--- src/rtl/sram_lane_pkg.sv ---
package sram_lane_pkg;

  typedef enum logic [2:0] {
    ST_IDLE,
    ST_SETUP,
    ST_ACCESS,
    ST_HOLD,
    ST_SKIP
  } ctlState_e;

  // strobes from control to datapath
  typedef struct packed {
    logic load;     // latch request fields
    logic selOn;    // chip and lane selects active
    logic weOn;     // write strobe low
    logic oeOn;     // output enable low
    logic driveOn;  // data bus driven
    logic capture;  // sample read data
  } ctlStrobe_t;

  function automatic int waitCycles(input int clkNs, input int accNs);
    return (accNs + clkNs - 1) / clkNs + 1;
  endfunction

endpackage

--- src/rtl/sram_lane_fsm.sv ---
module sram_lane_fsm
  import sram_lane_pkg::*;
#(
  parameter int WAIT_CYC = 6
) (
  input  logic       clk,
  input  logic       rstN,
  input  logic       reqValid,
  input  logic       reqWrite,
  input  logic       reqMaskAny,
  output logic       busy,
  output logic       done,
  output ctlStrobe_t strobes
);

  localparam int CNT_W = (WAIT_CYC > 1) ? $clog2(WAIT_CYC) : 1;
  localparam logic [CNT_W-1:0] LAST_CNT = CNT_W'(WAIT_CYC - 1);

  ctlState_e state, stateNxt;
  logic [CNT_W-1:0] cnt;
  logic isWrite;
  logic accept;

  assign accept = reqValid && (state == ST_IDLE);
  assign busy   = (state != ST_IDLE);

  always_comb begin
    stateNxt = state;
    unique case (state)
      ST_IDLE:   if (accept) stateNxt = reqMaskAny ? ST_SETUP : ST_SKIP;
      ST_SETUP:  stateNxt = ST_ACCESS;
      ST_ACCESS: if (cnt == LAST_CNT) stateNxt = ST_HOLD;
      ST_HOLD:   stateNxt = ST_IDLE;
      ST_SKIP:   stateNxt = ST_IDLE;
      default:   stateNxt = ST_IDLE;
    endcase
  end

  always_ff @(posedge clk) begin
    if (!rstN) begin
      state   <= ST_IDLE;
      cnt     <= '0;
      isWrite <= 1'b0;
      done    <= 1'b0;
    end else begin
      state <= stateNxt;
      done  <= (state == ST_HOLD) || (state == ST_SKIP);
      if (accept) isWrite <= reqWrite;
      if (state == ST_ACCESS) cnt <= cnt + 1'b1;
      else                    cnt <= '0;
    end
  end

  always_comb begin
    strobes.load    = accept;
    strobes.selOn   = (state == ST_SETUP) || (state == ST_ACCESS) || (state == ST_HOLD);
    strobes.weOn    = isWrite && (state == ST_ACCESS);
    strobes.oeOn    = !isWrite && (state == ST_ACCESS);
    strobes.driveOn = isWrite && (((state == ST_ACCESS) && (cnt != '0)) || (state == ST_HOLD));
    strobes.capture = !isWrite && (state == ST_ACCESS) && (cnt == LAST_CNT);
  end

  // completion is a single-cycle pulse
  p_done_pulse_r7: assert property (@(posedge clk) disable iff (!rstN)
    done |=> !done);

  // done only ever ends a busy period
  p_done_after_busy_r8: assert property (@(posedge clk) disable iff (!rstN)
    done |-> $past(busy));

endmodule

--- src/rtl/sram_lane_datapath.sv ---
module sram_lane_datapath
  import sram_lane_pkg::*;
#(
  parameter int ADDR_W = 18,
  parameter int DATA_W = 16
) (
  input  logic                clk,
  input  logic                rstN,
  input  ctlStrobe_t          strobes,
  input  logic [ADDR_W-1:0]   reqAddr,
  input  logic [DATA_W-1:0]   reqWdata,
  input  logic [DATA_W/8-1:0] reqMask,
  input  logic [DATA_W-1:0]   dqIn,
  output logic [ADDR_W-1:0]   ramAddr,
  output logic                ramCs1N,
  output logic                ramCs2,
  output logic [DATA_W/8-1:0] ramLaneN,
  output logic                ramWeN,
  output logic                ramOeN,
  output logic [DATA_W-1:0]   dqOut,
  output logic [DATA_W/8-1:0] dqOe,
  output logic [DATA_W-1:0]   rdData
);

  localparam int LANES = DATA_W / 8;

  logic [ADDR_W-1:0] addrQ;
  logic [DATA_W-1:0] wdataQ;
  logic [LANES-1:0]  maskQ;

  always_ff @(posedge clk) begin
    if (!rstN) begin
      addrQ  <= '0;
      wdataQ <= '0;
      maskQ  <= '0;
    end else if (strobes.load) begin
      addrQ  <= reqAddr;
      wdataQ <= reqWdata;
      maskQ  <= reqMask;
    end
  end

  assign ramAddr = addrQ;
  assign ramCs1N = !strobes.selOn;
  assign ramCs2  = strobes.selOn;
  assign ramWeN  = !strobes.weOn;
  assign ramOeN  = !strobes.oeOn;
  assign dqOut   = wdataQ;

  for (genvar l = 0; l < LANES; l++) begin : g_lane
    assign ramLaneN[l] = !(strobes.selOn && maskQ[l]);
    assign dqOe[l]     = strobes.driveOn && maskQ[l];

    always_ff @(posedge clk) begin
      if (!rstN)
        rdData[l*8 +: 8] <= '0;
      else if (strobes.capture)
        rdData[l*8 +: 8] <= maskQ[l] ? dqIn[l*8 +: 8] : 8'h00;
    end
  end

  // never drive while the RAM output enable is active
  p_no_contention_r5: assert property (@(posedge clk) disable iff (!rstN)
    !ramOeN |-> (dqOe == '0));

  // bus released in the cycle the strobe falls
  p_drive_late_r5: assert property (@(posedge clk) disable iff (!rstN)
    $fell(ramWeN) |-> (dqOe == '0));

  // a read never pulses the write strobe
  p_read_we_high_r6: assert property (@(posedge clk) disable iff (!rstN)
    !ramOeN |-> ramWeN);

endmodule

--- src/rtl/sram_lane_ctrl.sv ---
module sram_lane_ctrl
  import sram_lane_pkg::*;
#(
  parameter int ADDR_W    = 18,
  parameter int DATA_W    = 16,
  parameter int CLK_NS    = 20,
  parameter int ACCESS_NS = 85
) (
  input  logic                clk,
  input  logic                rstN,
  input  logic                reqValid,
  input  logic                reqWrite,
  input  logic [ADDR_W-1:0]   reqAddr,
  input  logic [DATA_W-1:0]   reqWdata,
  input  logic [DATA_W/8-1:0] reqMask,
  output logic                busy,
  output logic                done,
  output logic [DATA_W-1:0]   rdData,
  output logic [ADDR_W-1:0]   ramAddr,
  output logic                ramCs1N,
  output logic                ramCs2,
  output logic [DATA_W/8-1:0] ramLaneN,
  output logic                ramWeN,
  output logic                ramOeN,
  output logic [DATA_W-1:0]   dqOut,
  input  logic [DATA_W-1:0]   dqIn,
  output logic [DATA_W/8-1:0] dqOe
);

  localparam int WAIT_CYC = waitCycles(CLK_NS, ACCESS_NS);

  ctlStrobe_t strobes;

  sram_lane_fsm #(.WAIT_CYC(WAIT_CYC)) u_fsm (
    .clk       (clk),
    .rstN      (rstN),
    .reqValid  (reqValid),
    .reqWrite  (reqWrite),
    .reqMaskAny(|reqMask),
    .busy      (busy),
    .done      (done),
    .strobes   (strobes)
  );

  sram_lane_datapath #(.ADDR_W(ADDR_W), .DATA_W(DATA_W)) u_dp (
    .clk     (clk),
    .rstN    (rstN),
    .strobes (strobes),
    .reqAddr (reqAddr),
    .reqWdata(reqWdata),
    .reqMask (reqMask),
    .dqIn    (dqIn),
    .ramAddr (ramAddr),
    .ramCs1N (ramCs1N),
    .ramCs2  (ramCs2),
    .ramLaneN(ramLaneN),
    .ramWeN  (ramWeN),
    .ramOeN  (ramOeN),
    .dqOut   (dqOut),
    .dqOe    (dqOe),
    .rdData  (rdData)
  );

  // pins parked while idle
  p_idle_pins_r1: assert property (@(posedge clk) disable iff (!rstN)
    !busy |-> (ramCs1N && !ramCs2 && ramWeN && ramOeN && (dqOe == '0) && (&ramLaneN)));

  // strobe only with the chip and a lane selected
  p_we_selected_r2: assert property (@(posedge clk) disable iff (!rstN)
    !ramWeN |-> (!ramCs1N && ramCs2 && !(&ramLaneN)));

  // address and selects frozen across the strobe window
  p_addr_stable_r4: assert property (@(posedge clk) disable iff (!rstN)
    !ramWeN |-> ($stable(ramAddr) && $stable(ramLaneN) && $stable(ramCs1N)));

  // hold cycle after the strobe rises
  p_addr_hold_r4: assert property (@(posedge clk) disable iff (!rstN)
    $rose(ramWeN) |-> ($stable(ramAddr) && $stable(ramLaneN) && !ramCs1N));

  // address frozen throughout a busy period
  p_busy_addr_r8: assert property (@(posedge clk) disable iff (!rstN)
    (busy && $past(busy)) |-> $stable(ramAddr));

endmodule

--- config.mk ---
export PLATFORM = sky130hd
export DESIGN_NAME = sram_lane_ctrl
export DESIGN_NICKNAME = d
export VERILOG_FILES = /design/src/rtl/sram_lane_pkg.sv /design/src/rtl/sram_lane_fsm.sv /design/src/rtl/sram_lane_datapath.sv /design/src/rtl/sram_lane_ctrl.sv
export SDC_FILE = /design/constraint.sdc
export NUM_CORES = 1
export LEC_CHECK = 0
export CAP_MARGIN = 20
export CORE_ASPECT_RATIO = 1.25
export CORE_MARGIN = 5
export CORE_UTILIZATION = 40
export CTS_CLUSTER_SIZE = 20
export DETAILED_ROUTE_END_ITERATION = 16
export PLACE_DENSITY = 0.79
export SLEW_MARGIN = 5
export SYNTH_ARGS = -nofsm -noshare
export SYNTH_HDL_FRONTEND = slang
export SYNTH_SLANG_ARGS = --single-unit
--- constraint.sdc ---
create_clock -name clk -period 2 [get_ports clk]
set_input_delay 0.4 -clock clk [delete_from_list [all_inputs] [get_ports clk]]
set_output_delay 0.4 -clock clk [all_outputs]
set_load 0.005 [all_outputs]
==> impl_results.md <==
- Status: finished, final reports clean
- Worst IR Drop VDD: 0.000551 V
- Avg Cell Area, Syn: 8.43 sq um
- Top cells by area, synth: dfxtp_1 (50%), nand3_1 (11%), nand2_1 (9.2%)
- DRT Pass-1 Iters: 4
- Post-DR vias/cell: 4.91
- Detailed Route Iter0 Violations: 99
- Worst slew pin tran: 0.498 ns
- Reg power frac: 0.476
- Vias in the first global route: 2,189
- Mapped Nets: 345
- Die X: 79.4 um
- Initial antenna violation count: 0
- Share of layout cells above drive strength 1: 0.0827
- Clock tree root buffer cell: clkbuf_8
- RSZ-0062 raised after global routing: no
- Largest net degree at the start of global routing: 75
- Leakage: 1.34 nW
- Grt met2 use: 0.273
- Final Power: 0.00272 W
- Power share of the clock group: 0.370
- CTS sink cnt: 60
- P&R area growth vs syn: 57.6%
- Worst EP required: 1.60 ns
- Crit start category: register
- Hold Path Class: register to register
- CTS tree: built
- Multi-input logic area: 0.00108 sq mm
- Worst EP arrival: 1.50 ns
- Grt peak-use layer: met2
- Final ANT Viol Nets: 0
- #FFs+latches synth: 60
- Final GP Congestion: 0.831
- Final clock skew: 0.00793 ns
- Comb pwr share: 0.154
- Post-Syn Instances: 286
- Netlist cell types: 31
- Setup WS post-layout: 0.0963 ns
- Row cnt: 31
- CP max FO: 10
- Buffers on Ports: 115
- Die Span Y: 96.8 um
- HPWL Detailed: 4.56 mm
- Slew Limit Fails: 0
- Final setup fails: 0
- Clk_lat worst skew: 0.32 ns
- Setup WS pre-CTS: 0.168 ns
- Max-slew headroom: 0.668
- Setup crit end kind: output port
- Num CTS Buffers: 9
- Final-layout fill cell count: 505
- Post-route DRC: 0
- Fmax: 0.525 GHz
- Clock-pin slew on the worst setup and hold paths: 0.06 ns
- TNS Setup: 0 ns
- Final hold vios: 0
- Core footprint: 0.00582 sq mm
- Die area: 0.00769 sq mm
- Total routed wirelength: 6.29 mm
- Initial core utilization: 0.414
- Final cycle utilization of the critical path: 0.952
- Synth top area share: 0.498
- H-tree depth: 3
- Gr ovfl total: 0
- Grt met1 use: 0.189
- Ant diodes: 0
- Final instance area: 0.00380 sq mm
- Yosys top cell by area: dfxtp_1
- Placed Area: 0.00360 sq mm
- CTS max path bufs: 2
- Hold_buf cts: 0
- Pwr Density: 717 mW/mm^2
- P_sw: 0.000636 W
- First-pass GRT wire length: 10.4 mm
- Maxcap violations: 0
- GRT met3 Usage: 0.0762
- Min Clock Period, post-route: 1.90 ns
- Storage element area: 0.00121 sq mm
- Switching share of power: 0.234
- Post-synthesis sequential area ratio: 0.498
- Ys Warns: 0
- Internal power: 0.00209 W
- Ports: 116
- WS Path Type: register to output port
- Via count of the routed design: 2,281
- Number of nets in the layout: 453
- Post-Synthesis Cell Area: 0.00241 sq mm
- Avg WL per Cell: 13.5 um
- Total GRT Usage: 0.168
per-layer routing:
| layer | vias to the layer above | part of all wire | wire length, um |
|---|---|---|---|
| met4 | 0 | 0.012 | 76 |
| met2 | 82 | 0.48 | 3000 |
| met1 | 1014 | 0.41 | 2590 |
| met3 | 7 | 0.098 | 618 |
| li1 | 1178 | - | - |
| met5 | - | 0 | 0 |
final cells by class:
cell class / instances / area share
repair buffers: 123 / 0.323
flip-flops and latches: 60 / 0.319
multi-input cells: 197 / 0.286
clock buffers: 14 / 0.0375
well taps: 66 / 0.0217
clock inverters: 2 / 0.00922
inverters: 3 / 0.00296
metrics by stage:
step	instances	util	hold slack [ns]
after global routing	465	0.653	0.473
after CTS	465	0.652	0.458
after detailed placement	448	0.619	0.450
final	465	0.653	0.454
after global placement	448	0.619	0.441
after floorplan	286	-	0.433
cells in the final DEF, fill, tap and decap left out, types with 2 or more instances in the layout:
| cell | instances |
|---|---|
| and2_1 | 2 |
| buf_12 | 2 |
| buf_4 | 7 |
| clkbuf_1 | 5 |
| clkbuf_8 | 9 |
| clkdlybuf4s50_1 | 110 |
| dfxtp_1 | 54 |
| dfxtp_2 | 4 |
| dfxtp_4 | 2 |
| dlygate4sd2_1 | 4 |
| ha_1 | 3 |
| inv_1 | 3 |
| mux2i_1 | 16 |
| nand2_1 | 59 |
| nand3_1 | 53 |
| nand3b_1 | 2 |
| nor2_1 | 5 |
| o21ai_0 | 38 |
| or3_1 | 2 |
cell usage after synthesis:
cell type and number:
a21boi_0 1, a21oi_1 2, and2_1 2, and2b_1 1, and3_1 1, buf_2 5, buf_4 1, buf_6 2
clkbuf_1 16, clkbuf_2 2, dfxtp_1 60, ha_1 3, inv_1 3, mux2_2 1, mux2i_1 16, nand2_1 59
nand2b_1 1, nand2b_4 1, nand3_1 53, nand3b_1 2, nor2_1 6, nor2b_1 1, nor3_1 1, nor4_1 1
nor4_4 1, nor4b_1 1, o21ai_0 38, or2b_1 1, or3_1 2, or3b_2 1, xnor2_1 1
power groups by stage:
| stage | combinational, W | sequential (W) | clock, W |
|---|---|---|---|
| finish | 0.000420 | 0.00130 | 0.00101 |
| global route | 0.000462 | 0.00130 | 0.00111 |
| CTS | 0.000426 | 0.00130 | 0.00105 |
| detailed placement | 0.000423 | 0.00132 | 0 |
| global placement | 0.000417 | 0.00132 | 0 |
| floorplan | 0.000158 | 0.00132 | 0 |
state kept, by name, indices dropped and copies added (netlist names):
name / flops
u_dp.dqOut: 16
u_dp.rdData: 16
u_dp.ramAddr: 18
u_fsm.done: 1
u_fsm.state: 3
u_fsm.cnt: 3
u_fsm.isWrite: 1
u_dp.maskQ: 2
critical path: stages (launching register included):
cell,delay (ns)
dfxtp_4,0.37
nor2_1,0.17
nor2_2,0.08
nand2_1,0.07
clkdlybuf4s50_1,0.50
final timing paths:
check                      start               to  cells after the start  slack (ns)
setup / recovery  u_fsm.state[0]      ramLaneN[0]                      4         0.1
hold / removal     u_dp.dqOut[1]    u_dp.dqOut[1]                      2        0.45
setup reg to reg  u_fsm.state[2]  u_dp.ramAddr[1]                      5        0.54
hold reg to reg    u_dp.dqOut[1]    u_dp.dqOut[1]                      2        0.45
cells by family after synthesis:
logic type	after synthesis	share of synthesized area
compound gates	41	0.0862
mux	17	0.0711
xor+xnor	1	0.00364
simple gates	135	0.268
fa+ha+maj	3	0.0156
flops	60	0.498
buf+inv	29	0.0566
timing repair:
item | 4_1_cts | 5_1_grt
setup buffers | 1 | 0
cloned | 0 | 0
setup endpoints to repair | 9 | 4
resized for setup | 13 | 1
(Power assumes the default switching activity.)
